==> config.mk <==
export PLATFORM = sky130hd
export DESIGN_NAME = callret_unit
export DESIGN_NICKNAME = d
export VERILOG_FILES = /design/src/rtl/callret_pkg.sv /design/src/rtl/callret_ctrl.sv /design/src/rtl/callret_dpath.sv /design/src/rtl/callret_unit.sv
export SDC_FILE = /design/constraint.sdc
export NUM_CORES = 1
export LEC_CHECK = 0
export BUFFER_PORTS_ARGS = -buffer_cell sky130_fd_sc_hd__buf_2
export CAP_MARGIN = 25
export CORE_MARGIN = 5
export CORE_UTILIZATION = 25
export DETAILED_ROUTE_END_ITERATION = 12
export PLACE_DENSITY = 0.52
export SYNTH_ARGS = -nofsm -noshare
export SYNTH_HDL_FRONTEND = slang
export SYNTH_SLANG_ARGS = --single-unit
==> constraint.sdc <==
create_clock -name clk -period 3.25 [get_ports clk]
set_input_delay 0.65 -clock clk [delete_from_list [all_inputs] [get_ports clk]]
set_output_delay 0.65 -clock clk [all_outputs]
set_load 0.01 [all_outputs]
==> src/rtl/callret_pkg.sv <==
package callret_pkg;

  localparam int ADDR_W = 16;
  localparam int BYTE_W = 8;

  typedef enum logic [2:0] {
    OP_JMP  = 3'd0,
    OP_BSR  = 3'd1,
    OP_JSR  = 3'd2,
    OP_CALL = 3'd3,
    OP_RTS  = 3'd4,
    OP_RTC  = 3'd5
  } flowOp_e;

  // Which byte access the datapath performs this cycle.
  typedef enum logic [3:0] {
    MEM_IDLE      = 4'd0,
    MEM_RD_PTR_H  = 4'd1,
    MEM_RD_PTR_L  = 4'd2,
    MEM_RD_PTR_PG = 4'd3,
    MEM_WR_RET_H  = 4'd4,
    MEM_WR_RET_L  = 4'd5,
    MEM_WR_PAGE   = 4'd6,
    MEM_RD_PAGE   = 4'd7,
    MEM_RD_RET_H  = 4'd8,
    MEM_RD_RET_L  = 4'd9
  } memStep_e;

  typedef struct packed {
    logic     latchOps;
    logic     relTarget;
    memStep_e memStep;
    logic     spDec2;
    logic     spDec1;
    logic     spInc1;
    logic     spInc2;
    logic     pcFromTarget;
    logic     pcFromStack;
    logic     pageFromNew;
    logic     pageFromStack;
  } flowStrobes_t;

endpackage

==> src/rtl/callret_ctrl.sv <==
module callret_ctrl
  import callret_pkg::*;
(
  input  logic         clk,
  input  logic         rstN,
  input  logic         start,
  input  logic [2:0]   opCode,
  input  logic         indirect,
  output flowStrobes_t strb,
  output logic         busy,
  output logic         done
);

  typedef enum logic [3:0] {
    S_IDLE, S_RD_H, S_RD_L, S_RD_PG,
    S_PUSH_H, S_PUSH_L, S_PUSH_PG,
    S_POP_PG, S_POP_H, S_POP_L, S_FINISH
  } state_e;

  state_e  stQ, stD;
  flowOp_e opQ;
  flowOp_e opIn;
  logic    legal;
  logic    doneQ;

  assign opIn  = flowOp_e'(opCode);
  assign legal = (opCode <= 3'd5);

  always_ff @(posedge clk or negedge rstN) begin
    if (!rstN) begin
      stQ   <= S_IDLE;
      opQ   <= OP_JMP;
      doneQ <= 1'b0;
    end else begin
      stQ   <= stD;
      doneQ <= (stQ == S_FINISH);
      if (strb.latchOps) opQ <= opIn;
    end
  end

  always_comb begin
    strb = '0;
    stD  = stQ;
    unique case (stQ)
      S_IDLE: begin
        if (start && legal) begin
          strb.latchOps  = 1'b1;
          strb.relTarget = (opIn == OP_BSR);
          case (opIn)
            OP_JMP:  stD = indirect ? S_RD_H : S_FINISH;
            OP_BSR:  stD = S_PUSH_H;
            OP_JSR,
            OP_CALL: stD = indirect ? S_RD_H : S_PUSH_H;
            OP_RTS:  stD = S_POP_H;
            OP_RTC:  stD = S_POP_PG;
            default: stD = S_IDLE;
          endcase
        end
      end
      S_RD_H: begin
        strb.memStep = MEM_RD_PTR_H;
        stD = S_RD_L;
      end
      S_RD_L: begin
        strb.memStep = MEM_RD_PTR_L;
        if (opQ == OP_CALL)     stD = S_RD_PG;
        else if (opQ == OP_JMP) stD = S_FINISH;
        else                    stD = S_PUSH_H;
      end
      S_RD_PG: begin
        strb.memStep = MEM_RD_PTR_PG;
        stD = S_PUSH_H;
      end
      S_PUSH_H: begin
        strb.memStep = MEM_WR_RET_H;
        stD = S_PUSH_L;
      end
      S_PUSH_L: begin
        strb.memStep = MEM_WR_RET_L;
        strb.spDec2  = 1'b1;
        stD = (opQ == OP_CALL) ? S_PUSH_PG : S_FINISH;
      end
      S_PUSH_PG: begin
        strb.memStep = MEM_WR_PAGE;
        strb.spDec1  = 1'b1;
        stD = S_FINISH;
      end
      S_POP_PG: begin
        strb.memStep = MEM_RD_PAGE;
        strb.spInc1  = 1'b1;
        stD = S_POP_H;
      end
      S_POP_H: begin
        strb.memStep = MEM_RD_RET_H;
        stD = S_POP_L;
      end
      S_POP_L: begin
        strb.memStep = MEM_RD_RET_L;
        strb.spInc2  = 1'b1;
        stD = S_FINISH;
      end
      S_FINISH: begin
        case (opQ)
          OP_RTS: strb.pcFromStack = 1'b1;
          OP_RTC: begin
            strb.pcFromStack   = 1'b1;
            strb.pageFromStack = 1'b1;
          end
          OP_CALL: begin
            strb.pcFromTarget = 1'b1;
            strb.pageFromNew  = 1'b1;
          end
          default: strb.pcFromTarget = 1'b1;
        endcase
        stD = S_IDLE;
      end
      default: stD = S_IDLE;
    endcase
  end

  assign busy = (stQ != S_IDLE);
  assign done = doneQ;

endmodule

==> src/rtl/callret_dpath.sv <==
module callret_dpath
  import callret_pkg::*;
#(
  parameter logic [ADDR_W-1:0] RESET_PC = 16'h8000,
  parameter logic [ADDR_W-1:0] RESET_SP = 16'h2000,
  parameter int                PAGE_W   = 8,
  parameter bit                EXPANDED = 1'b1
) (
  input  logic                clk,
  input  logic                rstN,
  input  flowStrobes_t        strb,
  input  logic [ADDR_W-1:0]   operandAddr,
  input  logic [PAGE_W-1:0]   operandPage,
  input  logic [ADDR_W-1:0]   nextPc,
  output logic [ADDR_W-1:0]   memAddr,
  output logic                memWe,
  output logic [BYTE_W-1:0]   memWdata,
  input  logic [BYTE_W-1:0]   memRdata,
  output logic [ADDR_W-1:0]   pc,
  output logic [ADDR_W-1:0]   sp,
  output logic [PAGE_W-1:0]   page
);

  localparam int HALF_W = ADDR_W / 2;

  logic [ADDR_W-1:0] pcQ, spQ, tgtQ, ptrQ, retQ, popRetQ;
  logic [PAGE_W-1:0] pageQ, newPageQ, popPageQ;
  logic [ADDR_W-1:0] relTgt;

  assign relTgt = nextPc + {{(ADDR_W-BYTE_W){operandAddr[BYTE_W-1]}}, operandAddr[BYTE_W-1:0]};

  // Byte access decode: one access per cycle.
  always_comb begin
    memAddr  = spQ;
    memWe    = 1'b0;
    memWdata = '0;
    unique case (strb.memStep)
      MEM_RD_PTR_H:  memAddr = ptrQ;
      MEM_RD_PTR_L:  memAddr = ptrQ + ADDR_W'(1);
      MEM_RD_PTR_PG: memAddr = ptrQ + ADDR_W'(2);
      MEM_WR_RET_H: begin
        memAddr  = spQ - ADDR_W'(2);
        memWe    = 1'b1;
        memWdata = retQ[ADDR_W-1:HALF_W];
      end
      MEM_WR_RET_L: begin
        memAddr  = spQ - ADDR_W'(1);
        memWe    = 1'b1;
        memWdata = retQ[HALF_W-1:0];
      end
      MEM_WR_PAGE: begin
        memAddr  = spQ - ADDR_W'(1);
        memWe    = 1'b1;
        memWdata = BYTE_W'(pageQ);
      end
      MEM_RD_PAGE:   memAddr = spQ;
      MEM_RD_RET_H:  memAddr = spQ;
      MEM_RD_RET_L:  memAddr = spQ + ADDR_W'(1);
      default:       memAddr = spQ;
    endcase
  end

  always_ff @(posedge clk or negedge rstN) begin
    if (!rstN) begin
      ptrQ <= '0;
      retQ <= '0;
    end else if (strb.latchOps) begin
      ptrQ <= operandAddr;
      retQ <= nextPc;
    end
  end

  always_ff @(posedge clk or negedge rstN) begin
    if (!rstN) tgtQ <= '0;
    else if (strb.latchOps) tgtQ <= strb.relTarget ? relTgt : operandAddr;
    else if (strb.memStep == MEM_RD_PTR_H) tgtQ[ADDR_W-1:HALF_W] <= memRdata;
    else if (strb.memStep == MEM_RD_PTR_L) tgtQ[HALF_W-1:0] <= memRdata;
  end

  always_ff @(posedge clk or negedge rstN) begin
    if (!rstN) newPageQ <= '0;
    else if (strb.latchOps) newPageQ <= operandPage;
    else if (strb.memStep == MEM_RD_PTR_PG) newPageQ <= PAGE_W'(memRdata);
  end

  always_ff @(posedge clk or negedge rstN) begin
    if (!rstN) begin
      popRetQ  <= '0;
      popPageQ <= '0;
    end else begin
      if (strb.memStep == MEM_RD_RET_H) popRetQ[ADDR_W-1:HALF_W] <= memRdata;
      if (strb.memStep == MEM_RD_RET_L) popRetQ[HALF_W-1:0] <= memRdata;
      if (strb.memStep == MEM_RD_PAGE)  popPageQ <= PAGE_W'(memRdata);
    end
  end

  always_ff @(posedge clk or negedge rstN) begin
    if (!rstN) spQ <= RESET_SP;
    else if (strb.spDec2) spQ <= spQ - ADDR_W'(2);
    else if (strb.spDec1) spQ <= spQ - ADDR_W'(1);
    else if (strb.spInc1) spQ <= spQ + ADDR_W'(1);
    else if (strb.spInc2) spQ <= spQ + ADDR_W'(2);
  end

  always_ff @(posedge clk or negedge rstN) begin
    if (!rstN) pcQ <= RESET_PC;
    else if (strb.pcFromTarget) pcQ <= tgtQ;
    else if (strb.pcFromStack)  pcQ <= popRetQ;
  end

  generate
    if (EXPANDED) begin : g_paged
      always_ff @(posedge clk or negedge rstN) begin
        if (!rstN) pageQ <= '0;
        else if (strb.pageFromNew)   pageQ <= newPageQ;
        else if (strb.pageFromStack) pageQ <= popPageQ;
      end
    end else begin : g_flat
      assign pageQ = '0;
    end
  endgenerate

  assign pc   = pcQ;
  assign sp   = spQ;
  assign page = pageQ;

endmodule

==> src/rtl/callret_unit.sv <==
module callret_unit
  import callret_pkg::*;
#(
  parameter logic [15:0] RESET_PC = 16'h8000,
  parameter logic [15:0] RESET_SP = 16'h2000,
  parameter int          PAGE_W   = 8,
  parameter bit          EXPANDED = 1'b1
) (
  input  logic              clk,
  input  logic              rstN,
  input  logic              start,
  input  logic [2:0]        opCode,
  input  logic              indirect,
  input  logic [15:0]       operandAddr,
  input  logic [PAGE_W-1:0] operandPage,
  input  logic [15:0]       nextPc,
  output logic [15:0]       memAddr,
  output logic              memWe,
  output logic [7:0]        memWdata,
  input  logic [7:0]        memRdata,
  output logic              busy,
  output logic              done,
  output logic [15:0]       pc,
  output logic [15:0]       sp,
  output logic [PAGE_W-1:0] page
);

  flowStrobes_t strb;

  callret_ctrl u_ctrl (
    .clk      (clk),
    .rstN     (rstN),
    .start    (start),
    .opCode   (opCode),
    .indirect (indirect),
    .strb     (strb),
    .busy     (busy),
    .done     (done)
  );

  callret_dpath #(
    .RESET_PC (RESET_PC),
    .RESET_SP (RESET_SP),
    .PAGE_W   (PAGE_W),
    .EXPANDED (EXPANDED)
  ) u_dpath (
    .clk         (clk),
    .rstN        (rstN),
    .strb        (strb),
    .operandAddr (operandAddr),
    .operandPage (operandPage),
    .nextPc      (nextPc),
    .memAddr     (memAddr),
    .memWe       (memWe),
    .memWdata    (memWdata),
    .memRdata    (memRdata),
    .pc          (pc),
    .sp          (sp),
    .page        (page)
  );

endmodule

==> flow_metrics.py, run 1 <==
metrics = {
    "outcome": {
        "run_status": "complete, but fails checks",
        "violations": "negative setup slack",
    },
    "logic_synthesis": {
        "synth-xor-area-share_pct": 4.083,
        "synthSimpleGateAreaFrac_pct": 26.45,
        "synth_edf_count": 0,
        "synth_top_family_by_area": "simple AND/OR/NAND/NOR gates",
        "yosysWarnings": 0,
        "synth_adder_area_share_pct": 3.277,
        "synth_mux_area_share_pct": 4.694,
        "synth_top_area_share_pct": 35.00,
        "synth_cell_types": 75,
        "ys_seq_area_share_pct": 35.58,
        "synth_area_leaders": "dfrtp_1 35%, nand2_1 12%, nor2_1 4.4%",
        "synth_compound_area_share_pct": 21.51,
        "synth-main-ff-cell": "dfrtp_1",
        "syn_nets": 1248,
        "synthTopCellsByCount": "280 x nand2_1, 126 x dfrtp_1, 106 x nor2_1",
        "netlist_instances": 1170,
        "syn_avg_cell_area_um2": 7.701,
        "synth_most_common_cell": "nand2_1",
        "synth_area_um2": 9010,
        "synth.largest_area_cell": "dfrtp_1",
        "async_flop_share_pct": 100.0,
        "synth-seq-cells": 128,
    },
    "timing": {
        "hold_viol": 0,
        "rsz0062_at_grt": "true",
        "drv_slew": 0,
        "layout_setup_ws_ns": -0.1642,
        "fin_crit_ns": 3.414,
        "fin_crit_sh_pct": 105.1,
        "tightest_slew_ns": 0.8660,
        "max_freq_ghz": 0.2929,
        "relSlewSlack_pct": 42.13,
        "finalSetupViolCount": 7,
        "finClkSkew_ns": 0.01316,
    },
    "finish": {
        "areaGrowthSynthToFinish_pct": 26.84,
        "drive_above_1_share_pct": 24.40,
        "fill_cells": 3883,
        "regArea_um2": 3213,
        "multi_input_area_um2": 5662,
        "fin_area_um2": 11430,
        "diodes": 0,
        "finalNetCount": 1389,
    },
    "worst_setup_path": {
        "cp.arrival_ns": 2.76,
        "crit_slowest_cell": "or3b_4",
        "r2r-start": "u_ctrl.stQ[1]",
        "crit_fanout": 5,
        "required_ns": 2.60,
        "crit_path_end_kind": "primary output",
        "path_common_cell": "nor3_4",
        "path_buf_inv": 2,
        "r2r-end": "u_dpath.sp[10]",
        "critPathMaxStageDelay_ns": 0.43,
        "cp_cell_sequence": "inv_2 > ha_4 > or3b_4 > nor3_4 > nand2_2 > nor3_4 > o21ai_2 > a22oi_2 > nand3_2 > buf_6",
        "startpoint": "u_dpath.sp[1]",
        "r2r_cells": 8,
        "reg2reg_setup_slack_ns": 0.68,
        "start_kind": "register",
        "cp_top_family": "simple AND/OR/NAND/NOR gates",
        "critPathKind": "reg2out",
    },
    "pwr": {
        "total_power_w": 0.01071,
        "ir_drop_mv": 0.4365,
        "p_leak_nw": 5.057,
        "power_density_nw_per_um2": 936.9,
    },
    "clock_network": {
        "htree_levels": 4,
        "clock_latency_ns": 0.45,
        "ctsLongestPathBuffers": 2,
        "tritoncts.num_buffers": 17,
        "hold_buffers": 0,
        "clkSinkCount": 128,
        "clk_pin_slew_ns": 0.07,
        "cts_tree": "built",
        "root_buffer": "clkbuf_16",
    },
    "grt": {
        "grt_use_met2_pct": 27.06,
        "busiest_layer": "met2",
        "grt_antenna_before_repair": 0,
        "grt_overflow": 0,
        "grt_max_degree": 68,
        "use_met3_pct": 3.844,
        "grt_pass1_vias": 9070,
        "use_met1_pct": 25.24,
        "grt_usage_pct": 17.71,
        "grt_pass1_wl_um": 54650,
    },
    "routing": {
        "num_vias": 9385,
        "viasPerCell": 5.258,
        "wl_per_cell_um": 20.26,
        "ant_nets": 0,
        "wl_um": 36160,
        "dr.first_iter.drc_count": 944,
        "dr.pass1.iters": 7,
        "drt_drc_violations_left": 0,
    },
    "floorplan": {
        "initial_utilization_pct": 25.33,
        "dieArea_um2": 39940,
        "io_pins": 122,
        "die_w_um": 199.8,
        "row_count": 69,
        "die-height_um": 199.8,
        "coreArea_um2": 35570,
    },
    "worst_hold_path": {
        "hold_path_class": "in2async",
    },
    "place": {
        "dpl_cell_area_um2": 10400,
        "gp_congestion": 0.9380,
        "port-buffer-count": 121,
        "dp_hpwl_um": 26630,
    },
    "flow_run": {
        "maxCapViolCount": 0,
    },
}
==> power by group <==
group	internal [W]	switching, W	total, W	leakage [nW]
Sequential	0.00236	0.000684	0.00304	1.53
Combinational	0.00223	0.00333	0.00556	3.24
Clock	0.00124	0.000857	0.00210	0.296
==> per-stage QoR <==
step           cells  utilization, %  worst slack [ns]  setup TNS [ns]  hold slack, ns
6_report        1785           32.13           -0.1642         -0.5564         0.07498
5_1_grt         1785           32.13           -0.2816          -1.421         0.08292
4_1_cts         1775           31.41           -0.1527         -0.4932         0.07368
3_5_place_dp    1736           29.25           0.06703               0          0.4617
3_3_place_gp    1736           29.25            0.1503               0          0.4585
2_1_floorplan   1170               -            0.2794               0          0.3544
==> sequential cells by signal, summed over array words and instances (netlist names) <==
name,cells
u_dpath.newPageQ,8
u_dpath.popPageQ,8
u_dpath.tgtQ,16
u_dpath.sp,16
u_ctrl.opQ,3
u_dpath.page,8
u_ctrl.done,1
u_dpath.ptrQ,16
u_dpath.popRetQ,16
u_ctrl.stQ,4
u_dpath.pc,16
u_dpath.retQ,16
==> logic make-up (layout without fill, tap and decap cells) <==
family	after synthesis	count (layout)
multiplexers	41	41
AND/OR/NAND/NOR	533	533
buffers and inverters	99	253
adder cells (fa/ha/maj)	23	23
XOR/XNOR	42	42
flip-flops	128	128
AO/OA/AOI/OAI	304	304
==> routing by layer <==
layer  share of wire [%]  vias up  wire length, um
met4                 2.1        0              771
met2                  45      327            16210
li1                    -     4436                -
met5                   0        -                0
met1                  46     4571            16730
met3                 6.7       51             2439
==> how the worst max path moves through the flow <==
stage                        endpoint  depth (start not counted)
after CTS                 memAddr[12]                         10
after floorplan            memAddr[8]                         10
final                     memAddr[11]                         10
after detailed placement  memAddr[11]                         10
after global placement    memAddr[11]                         10
after global routing      memAddr[12]                         11
==> worst register-to-register path, delay by kind of cell, from the launching register on <==
kind | cells | cell delay [ns]
buf+inv | 3 | 0.75
flops | 1 | 0.43
simple gates | 3 | 0.66
compound gates | 2 | 0.59
==> repair_timing <==
item / CTS / global route
pin swaps: 7 / 18
endpoints found under the hold margin: 0 / 0
gates resized for setup: 29 / 48
endpoints found under the setup margin: 15 / 13
gates cloned: 0 / 0
buffers inserted: 7 / 10
==> final cells by class <==
type                            count  share of cell area [%]
Tap cell                          461                   5.047
Multi-Input combinational cell    943                   49.54
Clock inverter                     13                   1.533
Inverter                           12                  0.3941
Clock buffer                       19                   3.876
Sequential cell                   128                   28.11
Timing Repair Buffer              209                   11.50
==> cell usage in the layout (no fill, tap or decap), drive strengths merged, types with 5 or more instances in the layout <==
cell type    n
nand2b       9
nor2       108
or2          6
nand3       38
buf        209
xor2        18
mux2        10
nor2b       10
clkbuf      19
ha          22
nand2      280
and3        13
a31oi       27
a21o        15
inv         17
or3         10
a211oi       7
mux2i       31
o22ai       12
nor3        19
o31ai        6
nor4        11
and4         5
a22oi       23
and2         6
o211ai      12
o21ai       77
xnor2       24
a221oi       9
o221ai       6
a21oi       74
o2111ai      5
nand4        7
dfrtp      126
No activity file was read; power rests on OpenSTA's default activity.
==> run 2, diff against run 1 <==
==> constraint.sdc (replaced) <==
create_clock -name clk -period 3.25 [get_ports clk]
set_input_delay 0.4875 -clock clk [delete_from_list [all_inputs] [get_ports clk]]
set_output_delay 0.4875 -clock clk [all_outputs]
set_load 0.01 [all_outputs]
==> run 2 against run 1 <==
Effect of this change: the run ends with negative hold slack left; register-to-register slack worse by 0.13 ns; clock skew is 0.0017 ns lower; design area is 1.4% lower; total power is 1.5% lower; largest power group unchanged.
==> flow_metrics.py, run 2 (synthesized netlist as in run 1, its figures left out) <==
metrics = {
    "outcome": {
        "run_status": "complete, but fails checks",
        "violations": "negative hold slack",
    },
    "grt": {
        "grt_max_degree": 82,
        "grt_pass1_vias": 9116,
        "grt_antenna_before_repair": 1,
        "grt_overflow": 0,
        "grt_pass1_wl_um": 55120,
        "grt_usage_pct": 17.86,
    },
    "worst_setup_path": {
        "required_ns": 2.76,
        "start_kind": "register",
        "r2r_cells": 6,
        "critPathKind": "reg2out",
        "cp.arrival_ns": 2.74,
        "crit_path_end_kind": "primary output",
        "crit_fanout": 5,
    },
    "clock_network": {
        "htree_levels": 4,
        "clk_pin_slew_ns": 0.07,
        "ctsLongestPathBuffers": 2,
        "cts_tree": "built",
        "clock_latency_ns": 0.44,
        "hold_buffers": 0,
        "root_buffer": "clkbuf_16",
        "clkSinkCount": 128,
        "tritoncts.num_buffers": 17,
    },
    "routing": {
        "drt_drc_violations_left": 0,
        "wl_per_cell_um": 20.31,
        "wl_um": 36000,
        "viasPerCell": 5.322,
        "dr.first_iter.drc_count": 944,
        "ant_nets": 0,
        "dr.pass1.iters": 6,
        "num_vias": 9431,
    },
    "finish": {
        "areaGrowthSynthToFinish_pct": 25.11,
        "finalNetCount": 1375,
        "regArea_um2": 3213,
        "final_cell_mix": "276 x nand2_1, 120 x buf_2, 120 x dfrtp_1",
        "fin_area_um2": 11270,
        "multi_input_area_um2": 5579,
        "layout_commonest_cell": "nand2_1",
        "drive_above_1_share_pct": 22.60,
        "fin_util_pct": 31.69,
        "fill_cells": 3890,
    },
    "pwr": {
        "total_power_w": 0.01054,
        "power_density_nw_per_um2": 935.2,
        "p_leak_nw": 5.005,
        "ir_drop_mv": 0.4425,
    },
    "floorplan": {
        "die-height_um": 199.8,
        "die_w_um": 199.8,
        "initial_utilization_pct": 25.33,
        "dieArea_um2": 39940,
        "io_pins": 122,
        "row_count": 69,
        "coreArea_um2": 35570,
    },
    "place": {
        "gp_congestion": 0.8838,
        "port-buffer-count": 121,
        "dp_hpwl_um": 26500,
        "pre_cts_slack_ns": 0.3261,
        "dpl_cell_area_um2": 10320,
    },
    "timing": {
        "fin_crit_sh_pct": 99.27,
        "finClkSkew_ns": 0.01143,
        "tightest_slew_ns": 0.9056,
        "holdWs_ns": -0.003975,
        "hold_viol": 3,
        "relSlewSlack_pct": 39.48,
        "max_freq_ghz": 0.3100,
        "fin_crit_ns": 3.226,
        "drv_slew": 0,
        "layout_setup_ws_ns": 0.02374,
        "finalSetupViolCount": 0,
        "rsz0062_at_grt": "true",
    },
    "flow_run": {
        "maxCapViolCount": 0,
    },
    "worst_hold_path": {
        "hold_path_class": "in2async",
    },
}
run 2: per-layer routing:
| layer | vias up | routed length, um | track usage [%] | share of wire (%) |
|---|---|---|---|---|
| met1 | 4582 | 16400 | 25.18 | 46 |
| met2 | 397 | 16330 | 27.69 | 45 |
| met5 | - | 0 | 0 | 0 |
| met4 | 0 | 693 | 4.780 | 1.9 |
| li1 | 4397 | - | - | - |
| met3 | 55 | 2578 | 4.112 | 7.2 |
run 2: metrics by stage:
step | instances | TNS, ns
floorplan | 1170 | 0
global placement | 1722 | 0
global route | 1771 | -0.4127
detailed placement | 1722 | 0
finish | 1772 | 0
CTS | 1755 | -0.02050
run 2: power by group:
group          internal (W)  total (W)  switching (W)
Clock               0.00131    0.00217       0.000856
Sequential          0.00236    0.00312       0.000759
Combinational       0.00207    0.00526        0.00319
run 2: path summary, 6_finish.rpt:
| check | start | endpoint | slack [ns] |
|---|---|---|---|
| setup / recovery | u_dpath.sp[1] | memAddr[13] | 0.02 |
| hold / removal | rstN | u_dpath.sp[15] | -0.004 |
| setup reg to reg | u_ctrl.stQ[2] | u_dpath.sp[10] | 0.55 |
| hold reg to reg | u_dpath.retQ[12] | u_dpath.retQ[12] | 0.47 |
| max in group asynchronous | rstN | u_dpath.pc[15] | 2.58 |
| min in group clk | nextPc[14] | u_dpath.retQ[14] | 0.26 |
run 2: layout make-up:
| type | instances | area share (%) |
|---|---|---|
| tap | 461 | 5.117 |
| inverter | 12 | 0.3996 |
| timing repair buffer | 195 | 10.69 |
| multi-input combinational | 943 | 49.49 |
| clock inverter | 15 | 1.998 |
| sequential | 128 | 28.50 |
| clock buffer | 17 | 3.774 |
| antenna | 1 | 0.02220 |
run 2: critical path, stage by stage (launching register included):
cell,delay [ns]
dfrtp_1,0.39
inv_2,0.11
ha_2,0.23
or3b_4,0.43
nor2_4,0.17
nand2_2,0.12
nor4_4,0.28
o21ai_0,0.12
a22oi_1,0.20
nand3_1,0.10
buf_2,0.15
run 2: timing repair:
item	4_1_cts	5_1_grt
pin swaps	1	12
setup endpoints to repair	9	10
buffers inserted	1	16
hold endpoints to repair	0	0
resized for setup	11	34
